[config.mk]
export PLATFORM = sky130hd
export DESIGN_NAME = sync_reposition_gen
export DESIGN_NICKNAME = d
export VERILOG_FILES = /design/src/rtl/sync_rp_pkg.sv /design/src/rtl/sync_rp_regs.sv /design/src/rtl/sync_rp_hs.sv /design/src/rtl/sync_rp_vs.sv /design/src/rtl/sync_reposition_gen.sv
export SDC_FILE = /design/constraint.sdc
export NUM_CORES = 1
export LEC_CHECK = 0
export CORE_MARGIN = 2
export CORE_UTILIZATION = 25
export CTS_CLUSTER_SIZE = 14
export DETAILED_ROUTE_END_ITERATION = 10
export GPL_TIMING_DRIVEN = 0
export MAX_ROUTING_LAYER = met4
export PLACE_DENSITY = 0.42
export SLEW_MARGIN = 20
export SYNTH_ARGS = -nofsm -noshare
export SYNTH_HDL_FRONTEND = slang
export SYNTH_SLANG_ARGS = --single-unit
[constraint.sdc]
create_clock -name clk -period 3.6 [get_ports clk]
set_clock_uncertainty 0.05 [all_clocks]
set_input_delay 0.72 -clock clk [delete_from_list [all_inputs] [get_ports clk]]
set_output_delay 0.72 -clock clk [all_outputs]
set_load 0.05 [all_outputs]
[src/rtl/sync_rp_pkg.sv]
package sync_rp_pkg;
    localparam int HPOS_W = 11;
    localparam int CNT_W  = 12;
    localparam int LINE_W = 8;
    localparam int ADDR_W = 4;
    localparam int DATA_W = 8;
    localparam int HPOS_HI_W = HPOS_W - DATA_W;
    localparam int CNT_HI_W  = CNT_W - DATA_W;

    typedef enum logic [ADDR_W-1:0] {
        A_HB_LO  = 4'd0,
        A_HB_HI  = 4'd1,
        A_HE_LO  = 4'd2,
        A_HE_HI  = 4'd3,
        A_MODE   = 4'd4,
        A_TOT_LO = 4'd5,
        A_TOT_HI = 4'd6,
        A_VON    = 4'd7,
        A_VOFF   = 4'd8
    } reg_addr_e;

    // bit 0 is the last member of the packed struct
    typedef struct packed {
        logic fall_start_odd;
        logic fall_start_even;
        logic rise_start_odd;
        logic rise_start_even;
        logic ref_lead;
        logic manual;
    } vs_mode_t;

    typedef struct packed {
        logic [HPOS_W-1:0] hs_begin;
        logic [HPOS_W-1:0] hs_end;
        logic [CNT_W-1:0]  line_total;
        logic [LINE_W-1:0] vs_on_line;
        logic [LINE_W-1:0] vs_off_line;
        vs_mode_t          mode;
    } sync_cfg_t;

    function automatic logic [CNT_W-1:0] sat_inc(input logic [CNT_W-1:0] v);
        return (&v) ? v : v + 1'b1;
    endfunction

    // 1: place the edge at line start, 0: place it at mid-line
    function automatic logic edge_at_start(input vs_mode_t m, input logic odd, input logic rising);
        if (!m.manual) return !odd;
        if (rising) return odd ? m.rise_start_odd : m.rise_start_even;
        return odd ? m.fall_start_odd : m.fall_start_even;
    endfunction
endpackage

[src/rtl/sync_rp_regs.sv]
module sync_rp_regs
    import sync_rp_pkg::*;
(
    input  logic              clk,
    input  logic              rst,
    input  logic              wr_en,
    input  logic [ADDR_W-1:0] wr_addr,
    input  logic [DATA_W-1:0] wr_data,
    input  logic              load,
    output sync_cfg_t         cfg_next
);
    sync_cfg_t shadow_q;
    sync_cfg_t active_q;

    always_ff @(posedge clk) begin
        if (rst) begin
            shadow_q <= '0;
            active_q <= '0;
        end else begin
            if (wr_en) begin
                case (reg_addr_e'(wr_addr))
                    A_HB_LO:  shadow_q.hs_begin[DATA_W-1:0]      <= wr_data;
                    A_HB_HI:  shadow_q.hs_begin[HPOS_W-1:DATA_W] <= wr_data[HPOS_HI_W-1:0];
                    A_HE_LO:  shadow_q.hs_end[DATA_W-1:0]        <= wr_data;
                    A_HE_HI:  shadow_q.hs_end[HPOS_W-1:DATA_W]   <= wr_data[HPOS_HI_W-1:0];
                    A_MODE:   shadow_q.mode                      <= vs_mode_t'(wr_data[$bits(vs_mode_t)-1:0]);
                    A_TOT_LO: shadow_q.line_total[DATA_W-1:0]    <= wr_data;
                    A_TOT_HI: shadow_q.line_total[CNT_W-1:DATA_W] <= wr_data[CNT_HI_W-1:0];
                    A_VON:    shadow_q.vs_on_line                <= wr_data[LINE_W-1:0];
                    A_VOFF:   shadow_q.vs_off_line               <= wr_data[LINE_W-1:0];
                    default: ;
                endcase
            end
            if (load) active_q <= shadow_q;
        end
    end

    assign cfg_next = load ? shadow_q : active_q;

    // working set only moves on a sync falling edge
    assert_hold_midline_R6: assert property (@(posedge clk) disable iff (rst)
        !load |=> $stable(active_q));
endmodule

[src/rtl/sync_rp_hs.sv]
module sync_rp_hs
    import sync_rp_pkg::*;
(
    input  logic              clk,
    input  logic              rst,
    input  logic              sync_fall,
    input  logic [HPOS_W-1:0] hs_begin,
    input  logic [HPOS_W-1:0] hs_end,
    output logic              hs_out
);
    logic [CNT_W-1:0] pix_q;
    logic [CNT_W-1:0] pix_d;
    logic             hit_begin;
    logic             hit_end;

    assign pix_d     = sync_fall ? '0 : sat_inc(pix_q);
    assign hit_begin = (pix_d == CNT_W'(hs_begin));
    assign hit_end   = (pix_d == CNT_W'(hs_end));

    always_ff @(posedge clk) begin
        if (rst) begin
            pix_q  <= '0;
            hs_out <= 1'b0;
        end else begin
            pix_q <= pix_d;
            if (hit_end)        hs_out <= 1'b0;
            else if (hit_begin) hs_out <= 1'b1;
        end
    end

    // a rising HS sits at the programmed begin offset
    assert_hs_rise_pos_R2: assert property (@(posedge clk) disable iff (rst)
        $rose(hs_out) |-> (pix_q == CNT_W'($past(hs_begin))));
    // a falling HS sits at the programmed end offset
    assert_hs_fall_pos_R3: assert property (@(posedge clk) disable iff (rst)
        $fell(hs_out) |-> (pix_q == CNT_W'($past(hs_end))));
endmodule

[src/rtl/sync_rp_vs.sv]
module sync_rp_vs
    import sync_rp_pkg::*;
(
    input  logic              clk,
    input  logic              rst,
    input  logic              line_start,
    input  logic              field_in,
    input  logic [CNT_W-1:0]  line_total,
    input  logic [LINE_W-1:0] on_line,
    input  logic [LINE_W-1:0] off_line,
    input  vs_mode_t          mode,
    output logic              vs_out
);
    logic [CNT_W-1:0]  vpix_q, vpix_d;
    logic [LINE_W-1:0] line_q, line_d;
    logic              fld_q, fld_d;
    logic              new_field;
    logic [CNT_W-1:0]  half;
    logic              at_mid;
    logic              rise_pt, fall_pt;
    logic              rise_hit, fall_hit;

    assign half      = line_total >> 1;
    assign vpix_d    = line_start ? '0 : sat_inc(vpix_q);
    assign new_field = line_start && (field_in != fld_q);
    assign fld_d     = line_start ? field_in : fld_q;

    always_comb begin
        line_d = line_q;
        if (new_field)       line_d = '0;
        else if (line_start) line_d = (&line_q) ? line_q : line_q + 1'b1;
    end

    assign at_mid   = (vpix_d == half);
    assign rise_pt  = edge_at_start(mode, fld_d, 1'b1) ? line_start : at_mid;
    assign fall_pt  = edge_at_start(mode, fld_d, 1'b0) ? line_start : at_mid;
    assign rise_hit = rise_pt && (line_d == on_line);
    assign fall_hit = fall_pt && (line_d == off_line);

    always_ff @(posedge clk) begin
        if (rst) begin
            vpix_q <= '0;
            line_q <= '0;
            fld_q  <= 1'b0;
            vs_out <= 1'b0;
        end else begin
            vpix_q <= vpix_d;
            line_q <= line_d;
            fld_q  <= fld_d;
            if (fall_hit)      vs_out <= 1'b0;
            else if (rise_hit) vs_out <= 1'b1;
        end
    end

    // VS rises only on the programmed line
    assert_vs_rise_line_R12: assert property (@(posedge clk) disable iff (rst)
        $rose(vs_out) |-> (line_q == $past(on_line)));
    // VS edges land at line start or at half the line total
    assert_vs_edge_pos_R11: assert property (@(posedge clk) disable iff (rst)
        $changed(vs_out) |-> ((vpix_q == '0) || (vpix_q == $past(half))));
    // legacy placement puts even-field edges at line start
    assert_legacy_even_R7: assert property (@(posedge clk) disable iff (rst)
        ($changed(vs_out) && !$past(mode.manual) && !fld_q) |-> (vpix_q == '0));
endmodule

[src/rtl/sync_reposition_gen.sv]
module sync_reposition_gen
    import sync_rp_pkg::*;
(
    input  logic              clk,
    input  logic              rst,
    input  logic              hsync_in,
    input  logic              field_in,
    input  logic              wr_en,
    input  logic [ADDR_W-1:0] wr_addr,
    input  logic [DATA_W-1:0] wr_data,
    output logic              hs_out,
    output logic              vs_out
);
    logic      hsync_q;
    logic      sync_fall;
    logic      sync_rise;
    logic      line_start;
    sync_cfg_t cfg;

    always_ff @(posedge clk) begin
        if (rst) hsync_q <= 1'b1;
        else     hsync_q <= hsync_in;
    end

    assign sync_fall  = hsync_q && !hsync_in;
    assign sync_rise  = !hsync_q && hsync_in;
    assign line_start = cfg.mode.ref_lead ? sync_fall : sync_rise;

    sync_rp_regs u_regs (
        .clk      (clk),
        .rst      (rst),
        .wr_en    (wr_en),
        .wr_addr  (wr_addr),
        .wr_data  (wr_data),
        .load     (sync_fall),
        .cfg_next (cfg)
    );

    sync_rp_hs u_hs (
        .clk       (clk),
        .rst       (rst),
        .sync_fall (sync_fall),
        .hs_begin  (cfg.hs_begin),
        .hs_end    (cfg.hs_end),
        .hs_out    (hs_out)
    );

    sync_rp_vs u_vs (
        .clk        (clk),
        .rst        (rst),
        .line_start (line_start),
        .field_in   (field_in),
        .line_total (cfg.line_total),
        .on_line    (cfg.vs_on_line),
        .off_line   (cfg.vs_off_line),
        .mode       (cfg.mode),
        .vs_out     (vs_out)
    );

    // reset leaves both outputs low
    assert_reset_low_R1: assert property (@(posedge clk)
        rst |=> (!hs_out && !vs_out));
endmodule

==> flow_summary.yaml <==
timing:
  rsz0062_at_grt: "false"
  tightest_slew_ps: 1144
  min_period_over_period_pct: 93.72
  setup_violations: 0
  relSlewSlack_pct: 23.48
  hold_viol: 0
  clock.fmax_ghz: 0.2964
  slew_violations: 0
  period_minus_slack_ps: 3374
global_route:
  antenna_found_initial: 1
  grt_pass1_wl_um: 32150
  grt_use_met3_pct: 2.830
  first_global_vias: 5374
  use_met1_pct: 20.10
  use_met2_pct: 23.17
  grt_max_degree: 17
  globalRoute.busiestLayer: "met2"
  track_usage_pct: 15.05
  globalRouteOverflowTotal: 0
yosys:
  synth-compound-area-share_pct: 11.66
  synth_area_sq_um: 7009
  synthSimpleGateAreaFrac_pct: 22.58
  yosysWarnings: 0
  ys_ff_latch: 146
  async_flop_share_pct: 0
  synth_fp_nets: 805
  avgSynthCellArea_sq_um: 8.929
  synthAdderAreaFrac_pct: 0.5355
  synth_area_leaders: "dfxtp_1, mux2i_1, nor2_1"
  yosysTopAreaCell: "dfxtp_1"
  ys_seq_area_share_pct: 41.70
  synth_edf_count: 0
  synthMuxAreaShare_pct: 13.71
  synth-xor-area-share_pct: 5.873
  synth_top_family_by_area: "simple AND/OR/NAND/NOR gates"
  synthFlopType: "dfxtp_1"
  netlist.area_leader.share_pct: 41.70
  syn_inst: 785
  ys_types: 82
setup_path:
  cp_max_fo: 10
  crit_family: "buffers and inverters"
  required_ps: 3860
  crit_path_start: "hsync_in"
  slowest_stage: "clkdlybuf4s50_1"
  crit_chain: "clkdlybuf4s50_1 > buf_2 > and3b_1 > nor2_2 > clkbuf_8 > o211ai_1 > xnor2_1 > o2111ai_2 > a211oi_2 > o2111ai_1 > o311a_1"
  timing.rr.start: "u_vs.vpix_q[0]"
  endpoint_kind: "flip-flop"
  worstSetupPathType: "primary input to flip-flop"
  cp-start-kind: "primary input"
  cpPeakStageDelay_ps: 520
  path_buf_inv: 3
  critPathArrivalTime_ps: 3640
cts:
  cts_sinks: 146
  ctsHoldBuffers: 0
  post_cts_buffers: 0
  clk_pin_slew_worst_paths_ps: 60
  cts_buffers: 17
  clkLatencyLatePin_ps: 440
  cts_buffer_depth: 2
  cts_max_level: 4
  cts_root_buf: "clkbuf_16"
  cts_tree: "done"
  cts_resized: 0
finish:
  drive_above_1_share_pct: 9.988
  area_delta_synth_final_pct: 17.85
  fin_nets: 839
  n_fill_cell: 2957
  fin_util_pct: 29.82
  antenna_cells: 0
  multiInputGateArea_sq_um: 3810
  regArea_sq_um: 2923
die:
  ios: 19
  dieHeight_um: 171.4
  rows: 61
  initial_utilization_pct: 25.30
  coreArea_sq_um: 27710
  dieArea_sq_um: 29390
  die_width_um: 171.4
routing:
  viasPerCell: 4.670
  drt-total-wl_um: 20640
  vias: 5646
  wl_per_cell_um: 17.07
  ant_nets: 0
  drt-pass1-iter-count: 5
  drc: 0
  first_iter_violations: 362
pwr:
  vdd_drop_max_mv: 0.2727
  switching_power_w: 0.0009650
  power.density_nw_per_um2: 469.0
  pwr-share-clk_pct: 49.8
  internal-power_w: 0.002909
  p_comb_share_pct: 7.6
  p_total_w: 0.003874
  p_leak_nw: 3.114
  power_frac_seq_pct: 42.7
  p_sw_share_pct: 24.91
run:
  max_cap_viol_count: 0
placed_design:
  io_buffer_count: 15
  place_congestion: 0.8019
  dp_hpwl_um: 14910
worst_hold_path:
  min_path_type: "flip-flop to flip-flop"
  hold_path.startpoint: "u_regs.active_q[4]"
outcome:
  outcome: "finished, final reports clean"
-- final cells by class --
| type | instances | area share [%] |
|---|---|---|
| plain buffers | 44 | 2.984 |
| clock buffers | 17 | 5.150 |
| clock inverters | 14 | 2.454 |
| inverters | 8 | 0.3635 |
| multi-input cells | 587 | 46.12 |
| flip-flops and latches | 146 | 35.38 |
| well taps | 378 | 5.726 |
| repair buffers | 15 | 1.818 |
-- state kept, by name (all words and copies together), names as in the netlist --
name,count
hsync_q,1
u_hs.hs_out,1
u_hs.pix_q,12
u_regs.active_q,55
u_regs.shadow_q,55
u_vs.fld_q,1
u_vs.line_q,8
u_vs.vpix_q,12
u_vs.vs_out,1
-- path summary, 6_finish.rpt --
path                         to  slack [ps]  cells after the start
min          u_regs.active_q[4]         410                      2
max reg2reg         u_vs.vs_out         550                     10
max                 u_vs.vs_out         230                     11
min reg2reg  u_regs.active_q[4]         410                      2
-- worst min-delay path, delay by kind of cell, from the launching register on --
family | cells | cell delay [ps]
flip-flops | 1 | 310
AND/OR/NAND/NOR | 1 | 50
AO/OA/AOI/OAI | 1 | 50
-- power groups by stage --
| stage | Combinational, W | Sequential [W] | Clock [W] |
|---|---|---|---|
| 6_report | 0.000294 | 0.00165 | 0.00193 |
| 5_1_grt | 0.000321 | 0.00165 | 0.00205 |
| 4_1_cts | 0.000300 | 0.00165 | 0.00198 |
| 3_5_place_dp | 0.000299 | 0.00169 | 0 |
| 3_3_place_gp | 0.000300 | 0.00169 | 0 |
| 2_1_floorplan | 0.000181 | 0.00169 | 0 |
-- per-stage QoR --
stage / hold WS (ps) / std cells / setup WS (ps) / instance area (sq um) / TNS [ps]
2_1_floorplan: 381.1 / 785 / 903.9 / 7009 / 0
3_3_place_gp: 393.7 / 1178 / -335.7 / 7632 / -3245
3_5_place_dp: 401.6 / 1178 / -260.5 / 7632 / -2758
4_1_cts: 412.3 / 1209 / 188.2 / 8260 / 0
5_1_grt: 423.8 / 1209 / 30.65 / 8260 / 0
6_report: 412.4 / 1209 / 226.2 / 8260 / 0
-- layer usage --
layer / wire, um / part of all wire [%] / vias up
li1: - / - / 2847
met1: 10230 / 50 / 2688
met2: 9553 / 46 / 92
met3: 632 / 3.1 / 19
met4: 227 / 1.1 / 0
met5: 0 / 0 / -
-- cell usage in the layout (no fill, tap or decap), types with 5 or more instances in the layout --
cell and n:
dfxtp_1 146, nor2_1 122, mux2i_1 90, nand2_1 81
a21oi_1 42, xor2_1 28, clkbuf_1 26, xnor2_1 19
nand3_1 17, clkbuf_16 17, clkdlybuf4s50_1 15, o21ai_0 14
nor3_1 14, a31oi_1 13, nand4_1 11, nor4_1 11
inv_1 8, and2_1 8, and3_1 8, buf_6 7
nand3b_1 6, nor2b_1 6, buf_2 6, o2111ai_1 5
inv_6 5
-- synth_stat cells (4+ instances only) --
library cell  instances
clkbuf_1             26
and3_1                8
nand4_1              11
xnor2_1              19
nand3_1              17
a21oi_1              42
buf_2                 6
buf_6                 7
xor2_1               28
nor2_1              122
nor2b_1               6
inv_1                 8
mux2i_1              90
mux2_2                4
dfxtp_1             146
nor3_1               14
nor3b_1               4
a31oi_1              13
and2_1                8
nor4_1               11
o2111ai_1             5
o211ai_1              4
o21ai_0              14
nand2_1              81
nand3b_1              6
-- cells by family (layout without fill, tap and decap cells) --
logic type                 count (synthesis)  after routing
xor gates and xnor gates                  47             47
buffers and inverters                     52             98
adders and majority gates                  3              3
muxes                                     95             95
AOI/OAI and AO/OA                        121            121
DFF                                      146            146
and+or+nand+nor                          321            321
Note: power is estimated with default switching activity, not from simulation.
